--- src/rtl/intr_ctl_pkg.sv ---
package intr_ctl_pkg;
  localparam int unsigned VEC_W = 16;
  localparam logic [VEC_W-1:0] VEC_NMI_EMU = 16'hFFFA;
  localparam logic [VEC_W-1:0] VEC_IRQ_EMU = 16'hFFFE;
  localparam logic [VEC_W-1:0] VEC_NMI_NAT = 16'hFFEA;
  localparam logic [VEC_W-1:0] VEC_IRQ_NAT = 16'hFFEE;

  typedef enum logic {
    KIND_IRQ = 1'b0,
    KIND_NMI = 1'b1
  } take_kind_e;
endpackage

--- src/rtl/intr_nmi_latch.sv ---
module intr_nmi_latch (
  input  logic clk,
  input  logic rst_n,
  input  logic nmi_i,
  input  logic taken_i,
  output logic pend_o
);
  logic nmi_q;
  logic rise;

  assign rise = nmi_i & ~nmi_q;

  always_ff @(posedge clk or negedge rst_n) begin
    if (!rst_n) begin
      nmi_q  <= 1'b0;
      pend_o <= 1'b0;
    end else begin
      nmi_q  <= nmi_i;
      // a fresh edge outranks the clear caused by a take
      pend_o <= rise | (pend_o & ~taken_i);
    end
  end
endmodule

--- src/rtl/intr_irq_mask.sv ---
module intr_irq_mask #(
  parameter int unsigned N_SRC = 4
) (
  input  logic             clk,
  input  logic             rst_n,
  input  logic [N_SRC-1:0] set_i,
  input  logic [N_SRC-1:0] clr_i,
  output logic [N_SRC-1:0] pend_o,
  output logic             any_o
);
  for (genvar k = 0; k < N_SRC; k++) begin : g_src
    always_ff @(posedge clk or negedge rst_n) begin
      if (!rst_n)          pend_o[k] <= 1'b0;
      else if (set_i[k])   pend_o[k] <= 1'b1;
      else if (clr_i[k])   pend_o[k] <= 1'b0;
    end
  end

  assign any_o = |pend_o;
endmodule

--- src/rtl/intr_arbiter.sv ---
module intr_arbiter
  import intr_ctl_pkg::*;
#(
  parameter logic [VEC_W-1:0] NMI_EMU = VEC_NMI_EMU,
  parameter logic [VEC_W-1:0] IRQ_EMU = VEC_IRQ_EMU,
  parameter logic [VEC_W-1:0] NMI_NAT = VEC_NMI_NAT,
  parameter logic [VEC_W-1:0] IRQ_NAT = VEC_IRQ_NAT
) (
  input  logic             clk,
  input  logic             rst_n,
  input  logic             done_i,
  input  logic             nmi_pend_i,
  input  logic             irq_any_i,
  input  logic             irq_dis_i,
  input  logic             emu_i,
  output logic             nmi_taken_o,
  output logic             take_o,
  output logic             take_nmi_o,
  output logic [VEC_W-1:0] vector_o
);
  logic       irq_go;
  take_kind_e kind;

  assign nmi_taken_o = done_i & nmi_pend_i;
  assign irq_go      = done_i & ~nmi_pend_i & irq_any_i & ~irq_dis_i;
  assign kind        = nmi_pend_i ? KIND_NMI : KIND_IRQ;

  always_ff @(posedge clk or negedge rst_n) begin
    if (!rst_n) begin
      take_o     <= 1'b0;
      take_nmi_o <= 1'b0;
      vector_o   <= '0;
    end else begin
      take_o <= nmi_taken_o | irq_go;
      if (nmi_taken_o | irq_go) begin
        take_nmi_o <= (kind == KIND_NMI);
        if (kind == KIND_NMI) vector_o <= emu_i ? NMI_EMU : NMI_NAT;
        else                  vector_o <= emu_i ? IRQ_EMU : IRQ_NAT;
      end
    end
  end
endmodule

--- src/rtl/intr_ctl.sv ---
module intr_ctl
  import intr_ctl_pkg::*;
#(
  parameter int unsigned N_SRC = 4
) (
  input  logic             clk,
  input  logic             rst_n,
  input  logic             nmi_i,
  input  logic [N_SRC-1:0] irq_set_i,
  input  logic [N_SRC-1:0] irq_clr_i,
  input  logic             irq_dis_i,
  input  logic             emu_i,
  input  logic             insn_done_i,
  output logic             take_o,
  output logic             take_nmi_o,
  output logic [VEC_W-1:0] vector_o,
  output logic             nmi_pend_o,
  output logic [N_SRC-1:0] irq_pend_o
);
  logic nmi_taken;
  logic irq_any;

  intr_nmi_latch u_nmi (
    .clk     (clk),
    .rst_n   (rst_n),
    .nmi_i   (nmi_i),
    .taken_i (nmi_taken),
    .pend_o  (nmi_pend_o)
  );

  intr_irq_mask #(.N_SRC(N_SRC)) u_mask (
    .clk    (clk),
    .rst_n  (rst_n),
    .set_i  (irq_set_i),
    .clr_i  (irq_clr_i),
    .pend_o (irq_pend_o),
    .any_o  (irq_any)
  );

  intr_arbiter u_arb (
    .clk         (clk),
    .rst_n       (rst_n),
    .done_i      (insn_done_i),
    .nmi_pend_i  (nmi_pend_o),
    .irq_any_i   (irq_any),
    .irq_dis_i   (irq_dis_i),
    .emu_i       (emu_i),
    .nmi_taken_o (nmi_taken),
    .take_o      (take_o),
    .take_nmi_o  (take_nmi_o),
    .vector_o    (vector_o)
  );
endmodule

--- config.mk ---
export PLATFORM = sky130hd
export DESIGN_NAME = intr_ctl
export DESIGN_NICKNAME = d
export VERILOG_FILES = /design/src/rtl/intr_ctl_pkg.sv /design/src/rtl/intr_nmi_latch.sv /design/src/rtl/intr_irq_mask.sv /design/src/rtl/intr_arbiter.sv /design/src/rtl/intr_ctl.sv
export SDC_FILE = /design/constraint.sdc
export NUM_CORES = 1
export LEC_CHECK = 0
export ABC_AREA = 1
export ABC_CLOCK_PERIOD_IN_PS = 1000
export CAP_MARGIN = 40
export CORE_MARGIN = 2
export CORE_UTILIZATION = 29
export DETAILED_ROUTE_END_ITERATION = 16
export PLACE_DENSITY = 0.77
export SYNTH_ARGS = -nofsm -noshare
export SYNTH_HDL_FRONTEND = slang
export SYNTH_SLANG_ARGS = --single-unit
--- constraint.sdc ---
create_clock -name clk -period 1 [get_ports clk]
set_clock_uncertainty 0.15 [all_clocks]
set_input_delay 0.2 -clock clk [delete_from_list [all_inputs] [get_ports clk]]
set_output_delay 0.2 -clock clk [all_outputs]
set_load 0.05 [all_outputs]
* Word-level counts from Yosys, hierarchy flattened
Cells that the tools add are included.
** Word-level totals
- Output and inout bits :: 23
- Register bits after elaboration :: 24
- Input bits :: 14
** Operators by class
- Reduce and logical (&&, ||, !) cells :: 5
- Mux-type cells :: 12
- Bitwise gates (word level) :: 12
** Operators by type and width (count)
- 16-bit two-way mux :: 1
- 5-bit two-way mux :: 2
- 1-bit two-way mux :: 9
- 2-bit nonzero test :: 4
- 1-bit AND :: 6
- 1-bit NOT :: 4
- 4-bit OR reduction :: 1
- 1-bit OR :: 2

* Logic depth before layout (Yosys ltp)
Gate-level depths: netlist (run 1).
- Word-level depth :: 5
- Depth in mapped cells :: 6
- Gate-level depth less buffers :: 6

* Cells and area by module
From an unflattened synthesis (run 1), not the netlist that was laid out.
** Second synthesis, totals
- Cell total of the unflattened synthesis :: 62
- Area total of the unflattened synthesis :: 528.0 µm²
** By module, submodules not included
- intr_arbiter :: area an instance 287.8 µm², seq. area each 125.1 µm², cells each 32, instances 1
- intr_irq_mask :: area an instance 171.4 µm², seq. area each 100.1 µm², cells each 23, instances 1
- intr_nmi_latch :: area an instance 68.8 µm², seq. area each 50.0 µm², cells each 7, instances 1

* Least setup slack after synthesis (run 1)
Ideal clock, no wire load.
- Path type :: reg-to-output
- From :: register u_arb.vector_o[14] (netlist name)
- To :: output port vector_o[10]
- Arrival time :: 1.094 ns
- Cell stages (with the launch flop) :: 2
- Setup slack :: -0.444 ns
- Required time :: 0.650 ns
- Path buffers :: 1
- Cell sequence :: dfrtp_1 -> buf_4
** RTL lines
- end, declared :: line intr_ctl.sv:16 : output logic [VEC_W-1:0] vector_o,

==> results of run 1 <==
## power groups by stage
stage          combinational, W  clock [W]  sequential [W]
5_1_grt                0.000573   0.000349        0.000533
4_1_cts                0.000524   0.000322        0.000530
3_3_place_gp           0.000471          0        0.000534
3_5_place_dp           0.000477          0        0.000536
6_report               0.000545   0.000305        0.000529
2_1_floorplan         0.0000600          0        0.000662
## worst register-to-register path, delay by kind of cell (launching register included)
family | cells | cell delay [ns]
flops | 1 | 0.42
buf+inv | 1 | 0.13
simple gates | 4 | 0.35
## cell families (layout without fill, tap and decap cells)
kind of cell    after synthesis  after routing  synth area share (%)
other cells                   1              1                 0.726
simple gates                 16             16                  15.3
flops                        11             11                  53.3
compound gates                5              5                  6.78
buf+inv                      20             59                  24.0
## state kept, by name, indices dropped and copies added, names as in the netlist
signal / cells
u_nmi.nmi_q: 1
u_nmi.pend_o: 1
u_arb.take_nmi_o: 1
u_arb.vector_o: 3
u_arb.take_o: 1
u_mask.pend_o: 4
## worst max path at each step
stage	startpoint	endpoint	slack (ns)
finish	u_arb.vector_o[14]	vector_o[10]	-0.44
CTS	u_arb.vector_o[14]	vector_o[14]	-0.45
floorplan	u_mask.pend_o[2]	u_arb.vector_o[4]	-0.20
global placement	insn_done_i	u_arb.take_nmi_o	-0.39
detailed placement	insn_done_i	u_arb.take_nmi_o	-0.43
global route	u_arb.vector_o[14]	vector_o[10]	-0.48
## repair_timing
item,in CTS,in global routing
pin swaps,6,1
setup endpoints to repair,27,27
buffers inserted,5,2
gates resized for setup,16,2
## per-layer routing
layer  vias to the layer above  routed length, um  global-route usage [%]
met4                         0                 43                    12.0
met1                       210                461                    15.2
met2                        32                685                    26.1
li1                        228                  -                       -
met3                         5                123                    4.31
met5                         -                  0                       0
## cell usage in the layout, fill, tap and decap left out, drive strengths merged
master	count
buf	35
clkdlybuf4s50	13
dfrtp	11
nand2	8
inv	7
o21bai	4
nand3	4
clkbuf	4
nor2	3
o21ai	1
nand3b	1
conb	1
## cell usage after synthesis
library cell and number:
o21bai_1 4, nand3_2 1, nand3_1 3, dfrtp_1 11
nand2_2 1, nand3b_1 1, buf_4 13, nor2_2 1
nor2_1 2, conb_1 1, o21ai_0 1, inv_1 7
nand2_1 7
## per-stage QoR
step	power (W)	hold WS, ns	cells	utilization, %
4_1_cts	0.00138	0.0904	115	72.3
3_5_place_dp	0.00101	0.279	106	63.7
6_report	0.00138	0.0953	117	73.3
2_1_floorplan	0.000722	-0.246	53	-
5_1_grt	0.00145	0.112	117	73.3
3_3_place_gp	0.00101	0.265	106	63.7
## layout make-up
class	instances	area share (%)
Clock buffer	4	2.10
Tap cell	25	2.50
Inverter	7	2.10
Sequential cell	11	22.8
Timing Repair Buffer	48	58.1
Multi-Input combinational cell	22	12.4
==> results.cfg, run 1 <==
[run_status]
status = finished with violations
failed_checks = setup timing

[sta]
rsz0062_at_grt = true
finalSetupViolations = 27
fin_crit_sh_pct = 144
tns_ns = -8.57
drv_slew = 0
fmax_mhz = 693
worst_slack_ns = -0.443
finalCriticalPeriod_ns = 1.44
hold_viol = 0

[global_routing]
grt_max_degree = 12
gr-total-overflow = 0
grt_pass1_wl_um = 2140
grtUsageTotal_pct = 15.2
grt_pass1_vias = 482
antenna_found_initial = 0

[logic_synthesis]
yosys.cell_types.count = 13
synth-seq-cells = 11
netlist_area_sq_um = 517
synthCells = 53
synth-seq-area-share_pct = 53.3
ys_top_cells_by_area = dfrtp_1 (53%), buf_4 (19%), o21bai_1 (5.8%)
avgSynthCellArea_sq_um = 9.75
yosysTopAreaCell = dfrtp_1
synth_fp_nets = 67
yosys.area.top_type_share_pct = 53.3
ys_warn_count = 0

[clocking]
clk_latency_ns = 0.27
clk_pin_slew_ns = 0.07
cts_htree_levels = 1
holdBufCountCts = 0
cts_sinks = 11
cts_max_path_buffers = 2
cts_tree = done
root_buffer = clkbuf_4
cts_buffers = 3

[layout]
seq_area_sq_um = 285
diodes = 0
nNetsFinal = 107
syn_to_final_growth_pct = 142
final_area_sq_mm = 0.00125
multi_input_area_sq_um = 155
drive_above_1_share_pct = 59.8
fillCellCount = 103

[setup_path]
path_delay_family = flip-flops
crit_top_cell = buf_12
cp_data_required_time_ns = 0.65
r2r_slack_ns = -0.16
crit_arrival_ns = 1.09
r2r-end = u_arb.take_nmi_o
path_buf_inv = 2
cp-end-kind = primary output
critPathLaunchType = register
r2r_start = u_nmi.pend_o
slowest_delay_ns = 0.51
critical_path_peak_fanout = 6
worst-path-stages = 2
crit_type = register to primary output
crit_chain = buf_12, buf_12
cp_slowest_cell = dfrtp_4
r2r_cells = 5

[route]
drt_iter0_drc = 2
drc_errors = 0
totalWireLength_um = 1310
first_pass_iters = 2
postRouteAntennaNets = 0
via_count = 475
viasPerCell = 4.06
wire_per_inst_um = 11.2

[floorplanning]
initial_utilization_pct = 30.3
design.core.area_sq_mm = 0.00171
die_x_um = 46.2
die_h_um = 46.2
rows = 15
die_area_sq_mm = 0.00214
io_pins = 37

[pwr]
switchingPower_w = 0.000443
p_sw_share_pct = 32.2
p_leak_nw = 0.606
p_seq_share_pct = 38.4
ir_drop_v = 0.000888
p_int_w = 0.000935
power_frac_clock_pct = 22.1
pwr-share-comb_pct = 39.5
power-per-cell-area_mw_per_mm2 = 1100

[placement]
postPlaceCellArea_sq_mm = 0.00109
numPortBuffers = 35
place_congestion = 0.649
place_ws_ns = -0.431
hpwl_um = 920

[hold_path]
hold_class = input port to asynchronous set/reset pin

[run]
max_cap_violations = 0
No activity file was read; power rests on OpenSTA's default activity.
==> inputs of run 2 (changes only) <==
--- a/config.mk
+++ b/config.mk
@@ -8,10 +8,13 @@
 export ABC_AREA = 1
 export ABC_CLOCK_PERIOD_IN_PS = 1000
 export CAP_MARGIN = 40
+export CELL_PAD_IN_SITES_DETAIL_PLACEMENT = 0
+export CELL_PAD_IN_SITES_GLOBAL_PLACEMENT = 1
 export CORE_MARGIN = 2
-export CORE_UTILIZATION = 29
+export CORE_UTILIZATION = 20
 export DETAILED_ROUTE_END_ITERATION = 16
-export PLACE_DENSITY = 0.77
+export PLACE_DENSITY = 0.76
+export RECOVER_POWER = 50
 export SYNTH_ARGS = -nofsm -noshare
 export SYNTH_HDL_FRONTEND = slang
 export SYNTH_SLANG_ARGS = --single-unit
==> results.cfg, run 2 (synthesis gave the netlist of run 1 again) <==
[clocking]
cts_buffers = 3
root_buffer = clkbuf_4
cts_sinks = 11
cts_htree_levels = 1
cts_max_path_buffers = 2
clk_pin_slew_ns = 0.08
holdBufCountCts = 0
clk_latency_ns = 0.26
cts_tree = done

[layout]
top_regs = u_mask.pend_o: 4 flops, u_arb.vector_o: 3 flops
drive_above_1_share_pct = 59.3
largest-register = u_mask.pend_o
instances_no_fill = 121
seq_area_sq_um = 287
diodes = 0
syn_to_final_growth_pct = 142
fillCellCount = 220
layout_common_cells = buf_12 (24), clkdlybuf4s50_1 (13), inv_1 (7), buf_6 (6), dfrtp_2 (6)
largest_reg_flops = 4
nNetsFinal = 106
multi_input_area_sq_um = 158
final_area_sq_mm = 0.00125
final_common_cell = buf_12

[route]
wire_per_inst_um = 9.84
drc_errors = 0
totalWireLength_um = 1190
postRouteAntennaNets = 0
first_pass_iters = 3
viasPerCell = 3.78
drt_iter0_drc = 1
via_count = 457

[floorplanning]
initial_utilization_pct = 21.0
rows = 18
die_h_um = 54.8
io_pins = 37
design.core.area_sq_mm = 0.00245
die_x_um = 54.8
die_area_sq_mm = 0.00301

[placement]
postPlaceCellArea_sq_mm = 0.00109
numPortBuffers = 35
hpwl_um = 944
dp_cells = 111
place_congestion = 0.670

[setup_path]
cp_slowest_cell = dfrtp_4
crit_chain = buf_12, buf_12
crit_arrival_ns = 1.08
critical_path_peak_fanout = 7
cp-end-kind = primary output
r2r-end = u_arb.vector_o[4]
slowest_delay_ns = 0.51
r2r_cells = 6
r2r_start = u_mask.pend_o[1]
crit_type = register to primary output
crit_top_cell = buf_12
r2r_slack_ns = -0.15
critPathLaunchType = register
cp_data_required_time_ns = 0.65

[pwr]
p_leak_nw = 0.606
ir_drop_v = 0.000645
power.total_w = 0.00136
power-per-cell-area_mw_per_mm2 = 1090

[sta]
holdWs_ns = 0.183
hold_viol = 0
drv_slew = 0
finalCriticalPeriod_ns = 1.43
tns_ns = -8.40
fin_crit_sh_pct = 143
worst_slack_ns = -0.432
rsz0062_at_grt = true
fmax_mhz = 698
finalSetupViolations = 27

[global_routing]
antenna_found_initial = 0
grtUsageTotal_pct = 9.29
grt_max_degree = 12
grt_pass1_wl_um = 1930
grt_pass1_vias = 486
gr-total-overflow = 0

[run_status]
failed_checks = setup timing
status = finished with violations

[run]
max_cap_violations = 0

[hold_path]
hold_class = input port to asynchronous set/reset pin
-- run 2: worst max path at each step --
stage,depth (start not counted),from,endpoint,slack [ns]
after floorplan,6,u_mask.pend_o[2],u_arb.vector_o[4],-0.20
after global placement,6,insn_done_i,u_arb.take_nmi_o,-0.40
after global routing,2,u_arb.vector_o[14],vector_o[14],-0.46
after CTS,2,u_arb.vector_o[14],vector_o[12],-0.44
after detailed placement,6,insn_done_i,u_arb.take_nmi_o,-0.44
final,2,u_arb.vector_o[14],vector_o[12],-0.43
-- run 2: layer usage --
layer | track usage [%] | wire length [um] | vias up
li1 | - | - | 226
met1 | 8.89 | 403 | 200
met2 | 17.9 | 637 | 31
met3 | 3.01 | 150 | 0
met4 | 3.75 | 0 | 0
met5 | 0 | 0 | -
-- run 2: power breakdown --
part	leakage, nW	switching (W)	internal [W]
sequential	0.120	0.0000452	0.000490
clock	0.0177	0.000151	0.000148
combinational	0.468	0.000248	0.000278
total	0.606	0.000445	0.000915
-- run 2: per-stage QoR --
step / utilization [%] / worst slack (ns)
floorplan: - / -0.200
global placement: 44.6 / -0.401
detailed placement: 44.6 / -0.443
CTS: 50.4 / -0.444
global route: 50.9 / -0.461
finish: 50.9 / -0.432
-- run 2: critical path, delay by kind of cell (launching register included) --
family,cells,cell delay [ns]
flops,1,0.51
buf+inv,2,0.30
-- run 2: cell type report --
| class | count | share of cell area, % |
|---|---|---|
| timing repair buffer | 47 | 57.1 |
| clock buffer | 3 | 1.80 |
| clock inverter | 1 | 0.401 |
| tap | 30 | 3.01 |
| sequential | 11 | 22.9 |
| inverter | 7 | 2.10 |
| multi-input combinational | 22 | 12.6 |
-- run 2: timing repair --
action,4_1_cts,5_1_grt
pin swaps,1,2
setup buffers,5,1
setup endpoints to repair,27,27
cloned,0,0
gates resized for setup,15,4
